`config.mk`:
```
export PLATFORM = sky130hd
export DESIGN_NAME = art_timer
export DESIGN_NICKNAME = d
export VERILOG_FILES = /design/src/rtl/art_pkg.sv /design/src/rtl/art_prescaler.sv /design/src/rtl/art_counter.sv /design/src/rtl/art_update_ctrl.sv /design/src/rtl/art_sample_div.sv /design/src/rtl/art_timer.sv
export SDC_FILE = /design/constraint.sdc
export NUM_CORES = 1
export LEC_CHECK = 0
export ABC_AREA = 1
export BUFFER_PORTS_ARGS = -buffer_cell sky130_fd_sc_hd__buf_2
export CORE_ASPECT_RATIO = 1.5
export CORE_UTILIZATION = 61
export DETAILED_ROUTE_END_ITERATION = 6
export GPL_TIMING_DRIVEN = 0
export PLACE_DENSITY = 0.85
export SLEW_MARGIN = 20
export SYNTH_ARGS = -nofsm -noshare
export SYNTH_HDL_FRONTEND = slang
export SYNTH_SLANG_ARGS = --single-unit
```
`constraint.sdc`:
```
create_clock -name clk -period 4.61 [get_ports clk]
set_input_delay 0.2305 -clock clk [delete_from_list [all_inputs] [get_ports clk]]
set_output_delay 0.2305 -clock clk [all_outputs]
set_load 0.1 [all_outputs]
```
`src/rtl/art_pkg.sv`:
```
`timescale 1ns/1ps
package art_pkg;

  localparam int DATA_W = 16;

  // Write targets of the simple register port
  localparam logic [1:0] SEL_CTRL  = 2'd0;
  localparam logic [1:0] SEL_PSC   = 2'd1;
  localparam logic [1:0] SEL_ARR   = 2'd2;
  localparam logic [1:0] SEL_CLR   = 2'd3;

  localparam logic [1:0] DIV_RESERVED = 2'b11;

  typedef struct packed {
    logic [1:0] div;   // bits 6:5
    logic       arpe;  // bit 4
    logic       opm;   // bit 3
    logic       urs;   // bit 2
    logic       udis;  // bit 1
    logic       run;   // bit 0
  } ctrl_t;

  localparam int CTRL_W = $bits(ctrl_t);

  // Mask applied to the sampling divider count: enable when masked bits are 0
  function automatic logic [1:0] div_mask(input logic [1:0] code);
    case (code)
      2'b01:   return 2'b01;
      2'b10:   return 2'b11;
      default: return 2'b00;
    endcase
  endfunction

  // Decode a control write, keeping the old division on the reserved code
  function automatic ctrl_t ctrl_decode(input logic [DATA_W-1:0] d, input ctrl_t old);
    ctrl_t c;
    c.run  = d[0];
    c.udis = d[1];
    c.urs  = d[2];
    c.opm  = d[3];
    c.arpe = d[4];
    c.div  = (d[6:5] == DIV_RESERVED) ? old.div : d[6:5];
    return c;
  endfunction

  function automatic logic [DATA_W-1:0] ctrl_pack(input ctrl_t c);
    logic [DATA_W-1:0] r;
    r = '0;
    r[CTRL_W-1:0] = c;
    return r;
  endfunction

endpackage

```
`src/rtl/art_prescaler.sv`:
```
`timescale 1ns/1ps
module art_prescaler #(
  parameter int PW = 16
) (
  input  logic          clk,
  input  logic          rst_n,
  input  logic          run,
  input  logic          reinit,
  input  logic [PW-1:0] psc_act,
  output logic          tick
);
  logic [PW-1:0] pcnt;

  assign tick = run && (pcnt == psc_act);

  always_ff @(posedge clk or negedge rst_n) begin
    if (!rst_n)       pcnt <= '0;
    else if (reinit)  pcnt <= '0;
    else if (tick)    pcnt <= '0;
    else if (run)     pcnt <= pcnt + 1'b1;
  end
endmodule

```
`src/rtl/art_counter.sv`:
```
`timescale 1ns/1ps
module art_counter #(
  parameter int CW = 16
) (
  input  logic          clk,
  input  logic          rst_n,
  input  logic          tick,
  input  logic          reinit,
  input  logic [CW-1:0] arr_act,
  output logic [CW-1:0] cnt,
  output logic          ovf_evt
);
  assign ovf_evt = tick && (cnt == arr_act);

  always_ff @(posedge clk or negedge rst_n) begin
    if (!rst_n)        cnt <= '0;
    else if (reinit)   cnt <= '0;
    else if (ovf_evt)  cnt <= '0;
    else if (tick)     cnt <= cnt + 1'b1;
  end
endmodule

```
`src/rtl/art_update_ctrl.sv`:
```
`timescale 1ns/1ps
module art_update_ctrl (
  input  logic ovf_evt,
  input  logic ug,
  input  logic slv,
  input  logic run,
  input  logic udis,
  input  logic urs,
  output logic reinit,
  output logic upd_evt,
  output logic flag_set
);
  // Counter reinit: software pulse only while running, slave pulse always
  assign reinit   = (ug && run) || slv;
  // Update event: any source, gated by suppression
  assign upd_evt  = !udis && (ovf_evt || ug || slv);
  // Flag/request source: restricted to wraps when urs is set
  assign flag_set = upd_evt && (!urs || ovf_evt);
endmodule

```
`src/rtl/art_sample_div.sv`:
```
`timescale 1ns/1ps
module art_sample_div
  import art_pkg::*;
(
  input  logic       clk,
  input  logic       rst_n,
  input  logic [1:0] div,
  output logic       sample_en
);
  logic [1:0] dcnt;

  assign sample_en = ((dcnt & div_mask(div)) == 2'b00);

  always_ff @(posedge clk or negedge rst_n) begin
    if (!rst_n) dcnt <= '0;
    else        dcnt <= dcnt + 1'b1;
  end
endmodule

```
`src/rtl/art_timer.sv`:
```
`timescale 1ns/1ps
module art_timer
  import art_pkg::*;
#(
  parameter int CW = 16,
  parameter int PW = 16
) (
  input  logic              clk,
  input  logic              rst_n,
  input  logic              wr_en,
  input  logic [1:0]        wr_sel,
  input  logic [DATA_W-1:0] wr_data,
  input  logic              ug_pulse,
  input  logic              slv_reset,
  output logic [DATA_W-1:0] ctrl_rd,
  output logic [CW-1:0]     cnt_o,
  output logic [CW-1:0]     arr_act_o,
  output logic [PW-1:0]     psc_act_o,
  output logic              upd_flag,
  output logic              dma_req,
  output logic              sample_en
);
  localparam logic [CW-1:0] ARR_RST = {CW{1'b1}};

  ctrl_t         ctrl_q;
  logic [PW-1:0] psc_pre, psc_act;
  logic [CW-1:0] arr_pre, arr_act;
  logic          tick, ovf_evt, upd_evt, flag_set, reinit;
  logic          wr_ctrl, wr_psc, wr_arr, wr_clr;

  assign wr_ctrl = wr_en && (wr_sel == SEL_CTRL);
  assign wr_psc  = wr_en && (wr_sel == SEL_PSC);
  assign wr_arr  = wr_en && (wr_sel == SEL_ARR);
  assign wr_clr  = wr_en && (wr_sel == SEL_CLR);

  art_update_ctrl u_upd (
    .ovf_evt  (ovf_evt),
    .ug       (ug_pulse),
    .slv      (slv_reset),
    .run      (ctrl_q.run),
    .udis     (ctrl_q.udis),
    .urs      (ctrl_q.urs),
    .reinit   (reinit),
    .upd_evt  (upd_evt),
    .flag_set (flag_set)
  );

  art_prescaler #(.PW(PW)) u_psc (
    .clk     (clk),
    .rst_n   (rst_n),
    .run     (ctrl_q.run),
    .reinit  (reinit),
    .psc_act (psc_act),
    .tick    (tick)
  );

  art_counter #(.CW(CW)) u_cnt (
    .clk     (clk),
    .rst_n   (rst_n),
    .tick    (tick),
    .reinit  (reinit),
    .arr_act (arr_act),
    .cnt     (cnt_o),
    .ovf_evt (ovf_evt)
  );

  art_sample_div u_div (
    .clk       (clk),
    .rst_n     (rst_n),
    .div       (ctrl_q.div),
    .sample_en (sample_en)
  );

  // Control word; single-shot clears run on an update unless software writes
  always_ff @(posedge clk or negedge rst_n) begin
    if (!rst_n)                      ctrl_q <= '0;
    else if (wr_ctrl)                ctrl_q <= ctrl_decode(wr_data, ctrl_q);
    else if (upd_evt && ctrl_q.opm)  ctrl_q.run <= 1'b0;
  end

  // Prescaler preload and shadow
  always_ff @(posedge clk or negedge rst_n) begin
    if (!rst_n) begin
      psc_pre <= '0;
      psc_act <= '0;
    end else begin
      if (wr_psc)  psc_pre <= wr_data[PW-1:0];
      if (upd_evt) psc_act <= psc_pre;
    end
  end

  // Reload preload and shadow; direct path when buffering is off
  always_ff @(posedge clk or negedge rst_n) begin
    if (!rst_n) begin
      arr_pre <= ARR_RST;
      arr_act <= ARR_RST;
    end else begin
      if (wr_arr) arr_pre <= wr_data[CW-1:0];
      if (wr_arr && !ctrl_q.arpe)  arr_act <= wr_data[CW-1:0];
      else if (upd_evt)            arr_act <= arr_pre;
    end
  end

  // Sticky flag and one-cycle request
  always_ff @(posedge clk or negedge rst_n) begin
    if (!rst_n) begin
      upd_flag <= 1'b0;
      dma_req  <= 1'b0;
    end else begin
      dma_req <= flag_set;
      if (flag_set)    upd_flag <= 1'b1;
      else if (wr_clr) upd_flag <= 1'b0;
    end
  end

  assign ctrl_rd   = ctrl_pack(ctrl_q);
  assign arr_act_o = arr_act;
  assign psc_act_o = psc_act;

endmodule

```
* Word level (Yosys, flattened, before mapping)
Cells that the tools add are included.
Word-level totals: output and inout port bits 67, word-level logic and storage cells 67, bits of input ports 23, flip-flop bits (word level) 107
Cells by class: equal/unequal tests 8, mux-type cells 13, reductions and logical operators 26, add/subtract/negate cells 3, bitwise logic cells 2
Operators with widths (number):
- 16-bit two-way mux | 8
- 16-bit by 1-bit adder with 16-bit output (second input constant) | 2
- 16-bit == test | 2
- 1-bit logical AND | 11
- 2-bit == test (second input constant) | 4
- 2-bit nonzero test | 3
- 3-bit nonzero test | 2
- 2-bit by 1-bit == test with 1-bit output (second input constant) | 2
- 2-bit zero test | 2
- 1-bit logical OR | 4
- 1-bit two-way mux | 4
- 2-bit case mux with 2 select lines | 1
- 1-bit zero test | 3
- 2-bit by 1-bit adder with 2-bit output (second input constant) | 1
- 2-bit bitwise AND | 1
- 2-bit AND reduction | 1
- 1-bit inverter | 1

* Logic depth before layout (Yosys ltp)
depth after elaboration 9, gate-level depth with buffers 13, depth with buffers taken out 12

* Cells and area by module
Synthesis repeated with hierarchy kept, for this count alone.
Unflattened totals: cell total of the unflattened synthesis 838, area, all modules 5980.7 sq um
Modules (own cells, without submodules):
- art_timer | area an instance 3149.3 sq um, times used 1, cells an instance 359, sequential area each 1866.8 sq um
- art_counter | area an instance 1342.5 sq um, times used 1, cells an instance 228, sequential area each 400.4 sq um
- art_prescaler | area an instance 1342.5 sq um, times used 1, cells an instance 228, sequential area each 400.4 sq um
- art_sample_div | area an instance 100.1 sq um, times used 1, cells an instance 13, sequential area each 50.0 sq um
- art_update_ctrl | area an instance 46.3 sq um, times used 1, cells an instance 10, sequential area each 0.0 sq um

* Worst setup path before layout
OpenSTA, ideal clock, no wires.
kind register to output, start register ctrl_q (netlist bit ctrl_rd[5]), end output port sample_en, setup slack 1529 ps, buffers on the path 0, data required time 4379 ps, data arrival time 2850 ps, cell stages (with the launch flop) 5, cells stage by stage dfrtp_1 -> inv_1 -> ha_1 -> nor2_1 -> a21oi_1
Between the ends: longest elaborated chain between the ends 4, elaborated cells on any way between the ends 5, classes of those cells eq/ne: 2; mux: 1; bitwise: 1; reduce/logical: 1
RTL lines:
- from (decl) | line art_timer.sv:25 | ctrl_t ctrl_q;
- from (signal assigned) | line art_timer.sv:77 | else if (wr_ctrl) ctrl_q <= ctrl_decode(wr_data, ctrl_q);
- 2-bit == test / 2-bit by 1-bit == test with 1-bit output (equally long branches) | line art_pkg.sv:27 | case (code)
- 2-bit case mux with 2 select lines (*) | line art_pkg.sv:27
- 2-bit bitwise AND (*) | line art_sample_div.sv:12 | assign sample_en = ((dcnt & div_mask(div)) == 2'b00);
- 2-bit zero test (*) | line art_sample_div.sv:12
- to (decl) | line art_timer.sv:21 | output logic sample_en
Mark *: on every way between the ends. The rest lies on a longest branch, timed or not.

* Worst setup path in the final report
start register arr_act[2], in the netlist arr_act_o[2], end register psc_act[0], in the netlist psc_act_o[0]
Between the ends: longest elaborated chain between the ends 5
RTL lines:
- from (decl) | line art_timer.sv:27 | logic [CW-1:0] arr_pre, arr_act;
- from (signal assigned) | line art_timer.sv:99 | if (wr_arr && !ctrl_q.arpe) arr_act <= wr_data[CW-1:0];
- from (signal assigned) | line art_timer.sv:100 | else if (upd_evt) arr_act <= arr_pre;
- 16-bit == test | line art_counter.sv:13 | assign ovf_evt = tick && (cnt == arr_act);
- 1-bit logical AND | line art_counter.sv:13
- 1-bit logical OR (2 in series) | line art_update_ctrl.sv:16 | assign upd_evt = !udis && (ovf_evt || ug || slv);
- 1-bit logical AND | line art_update_ctrl.sv:16
- to (signal assigned) | line art_timer.sv:88 | if (upd_evt) psc_act <= psc_pre;
- to (decl) | line art_timer.sv:26 | logic [PW-1:0] psc_pre, psc_act;
Every way passes these cells. A chain may end at the register's enable or synchronous reset.

==> reports/metrics.yaml <==
synth_area_per_cell_sq_um: 7.301
ctsHtreeMaxLevel: 3
post-cts-setup-buffers: 0
hold_class: "in2reg"
rsz0062_at_grt: "no"
async_flop_share: 1.000
num_io_pins: 90
die_w_um: 81.10
ir_worst_vdd_v: 0.0004176
cts_tree: "built"
rows: 42
hpwl_um: 11280
dieArea_sq_um: 9783
drt-initial-drc-count: 363
p_per_area_nw_per_um2: 518.3
routed_wl_um: 15050
numClockSinks: 107
dr.pass1.iters: 5
cts_hold_repair.buffers: 1
port_buffers: 80
slew_violations: 0
final_util: 0.7367
initial_core_util: 0.6370
grt-ovfl-total: 0
area_growth_pct: 15.65
fmax_mhz: 452.0
hp-start: "wr_data[4]"
placed_cell_area_sq_um: 6326
cp.arrival_ns: 2.45
synth_flop_cell: "dfrtp_1"
netlist_area_sq_um: 5724
ys_seq_area_frac: 0.4748
synthTopCellsByCount: "nand2_1 (264), inv_1 (88), dfrtp_1 (75), o21ai_0 (68), nor2_1 (66)"
die_h_um: 120.6
final_nets: 911
crit_top_cell: "nand2_1"
setup_viol: 0
drcViolationCount: 0
fin_crit_ns: 2.213
synth_edf_count: 0
clk_pin_slew_ns: 0.07
root_buffer: "clkbuf_16"
final_hold_viol_count: 0
ys_top_cells_by_area: "dfrtp_1 (33%), nand2_1 (17%), dfstp_2 (15%)"
dr.max_layer_used: "met4"
wl_met3_um: 677
worstPathRequired_ns: 4.85
vias_per_cell: 5.380
grtUsageTotal: 0.3320
synth_seq_cells: 107
drt-met1-wl_um: 5993
core_region_area_sq_um: 8986
crit_fanout: 10
wl_met2_um: 7868
place_congestion: 0.8969
cts_max_path_buffers: 2
wl_per_cell_um: 15.05
grt_max_degree: 76
grt_pass1_wl_um: 24240
cap_violations: 0
synth_area_leader_cell: "dfrtp_1"
cp_slowest_cell: "dfstp_2"
synthCells: 784
drive_above_1_share: 0.1921
synth_top_area_frac: 0.3279
timing.final.crit_share: 0.4800
crit_path_cell_trace: "inv_1 -> nand2_1 -> nand2_1 -> nor2_1 -> nand2_1 -> nor2_1 -> nand2_2 -> o21bai_4 -> nand2_4 -> buf_2 -> nand2_1 -> nand2_1"
rr_startpoint: "arr_act_o[2]$_DFFE_PN1P_"
finalClockSkew_ns: 0.008623
yosysMostFrequentCell: "nand2_1"
cts_buffers: 9
ant_nets: 0
ys_warn_count: 0
max_slew_margin: 0.4958
p_leak_nw: 3.513
route.vias.total: 5380
antenna_found_initial: 0
yosysUniqueCellTypes: 35
clk-insertion-delay-late_ns: 0.35
antenna_cells: 0
setup_tns_ns: 0
grt_pass1_vias: 5196
critical_path.max_stage_delay_ns: 0.59
end_kind: "flop"
status: "finished, final reports clean"
cts_resized: 0
critPathKind: "reg2reg"
stdcell_area_sq_um: 6620
crit_path_start: "arr_act_o[2]$_DFFE_PN1P_"
start_kind: "flop"
tightest_slew_ns: 0.7506
[state kept, by name (all words and copies together), names as in the netlist]
signal,count
arr_act_o,16
arr_pre,16
psc_act_o,16
psc_pre,16
u_cnt.cnt,16
u_psc.pcnt,16
ctrl_rd,7
u_div.dcnt,2
dma_req,1
upd_flag,1
[cell families (layout without fill, tap and decap cells)]
logic type | Yosys count | count (layout) | share of synthesized area
simple gates | 430 | 430 | 0.3126
fa+ha+maj | 3 | 3 | 0.006558
compound gates | 95 | 95 | 0.08721
xor+xnor | 12 | 12 | 0.01836
flops | 107 | 107 | 0.4748
other cells | 1 | 9 | 0.0006551
buf+inv | 136 | 234 | 0.09989
[layout make-up]
type,count,area (sq um)
well taps,110,137.6
clock inverters,6,55.05
flip-flops and latches,107,2718
repair buffers,82,444.2
inverters,102,382.9
plain buffers,34,188.9
multi-input cells,549,2465
clock buffers,10,229.0
fillers,709,2366
[report_power, final]
group          switching (mW)  internal [mW]
Sequential              0.150           1.13
Clock                   0.371          0.379
Combinational            1.13          0.278
Total                    1.65           1.79
[worst max-delay path, delay by kind of cell (launching register included)]
family / cells / cell delay [ns]
flops: 1 / 0.59
compound gates: 1 / 0.35
simple gates: 9 / 0.89
buf+inv: 2 / 0.27
[layout by cell type (no fill, tap or decap), types with 3 or more instances in the layout]
cell type,count
nand2_1,264
inv_1,88
buf_2,86
dfrtp_1,75
o21ai_0,68
nor2_1,66
nand3_1,54
dfstp_2,32
nor3_1,19
a21oi_1,17
nand4_1,14
inv_2,13
clkbuf_1,13
buf_4,12
xor2_1,11
conb_1,9
clkbuf_16,9
o21ai_1,5
or2_2,3
ha_1,3
[metal layers]
metal | global-route usage | vias to the layer above
met2 | 0.5704 | 181
met5 | 0 | -
met3 | 0.04226 | 36
met4 | 0.1618 | 0
met1 | 0.4021 | 2517
li1 | - | 2646
[stage by stage]
| stage | setup WS (ns) | power (mW) | std cells | hold WS [ns] |
|---|---|---|---|---|
| after detailed placement | 2.509 | 2.685 | 983 | 0.1339 |
| after global placement | 2.256 | 2.652 | 982 | 0.4425 |
| after CTS | 2.415 | 3.435 | 1000 | 0.1180 |
| after global routing | 2.240 | 3.590 | 1000 | 0.1354 |
| final | 2.397 | 3.431 | 1000 | 0.1232 |
| after floorplan | 1.529 | 2.406 | 792 | -0.06509 |
[worst paths after layout]
| kind | to | slack, ns | depth (start not counted) |
|---|---|---|---|
| setup / recovery | psc_act_o[0]$_DFFE_PN0P_ | 2.40 | 12 |
| hold / removal | ctrl_rd[4]$_DFFE_PN0P_ | 0.12 | 3 |
| setup reg to reg | psc_act_o[0]$_DFFE_PN0P_ | 2.40 | 12 |
| hold reg to reg | u_div.dcnt[0]$_DFF_PN0_ | 0.45 | 1 |
| max in group asynchronous | arr_pre[1]$_DFFE_PN1P_ | 3.58 | 3 |
| min in group asynchronous | u_psc.pcnt[8]$_DFFE_PN0P_ | 0.32 | 2 |
Power figures use the tool's default switching activity.
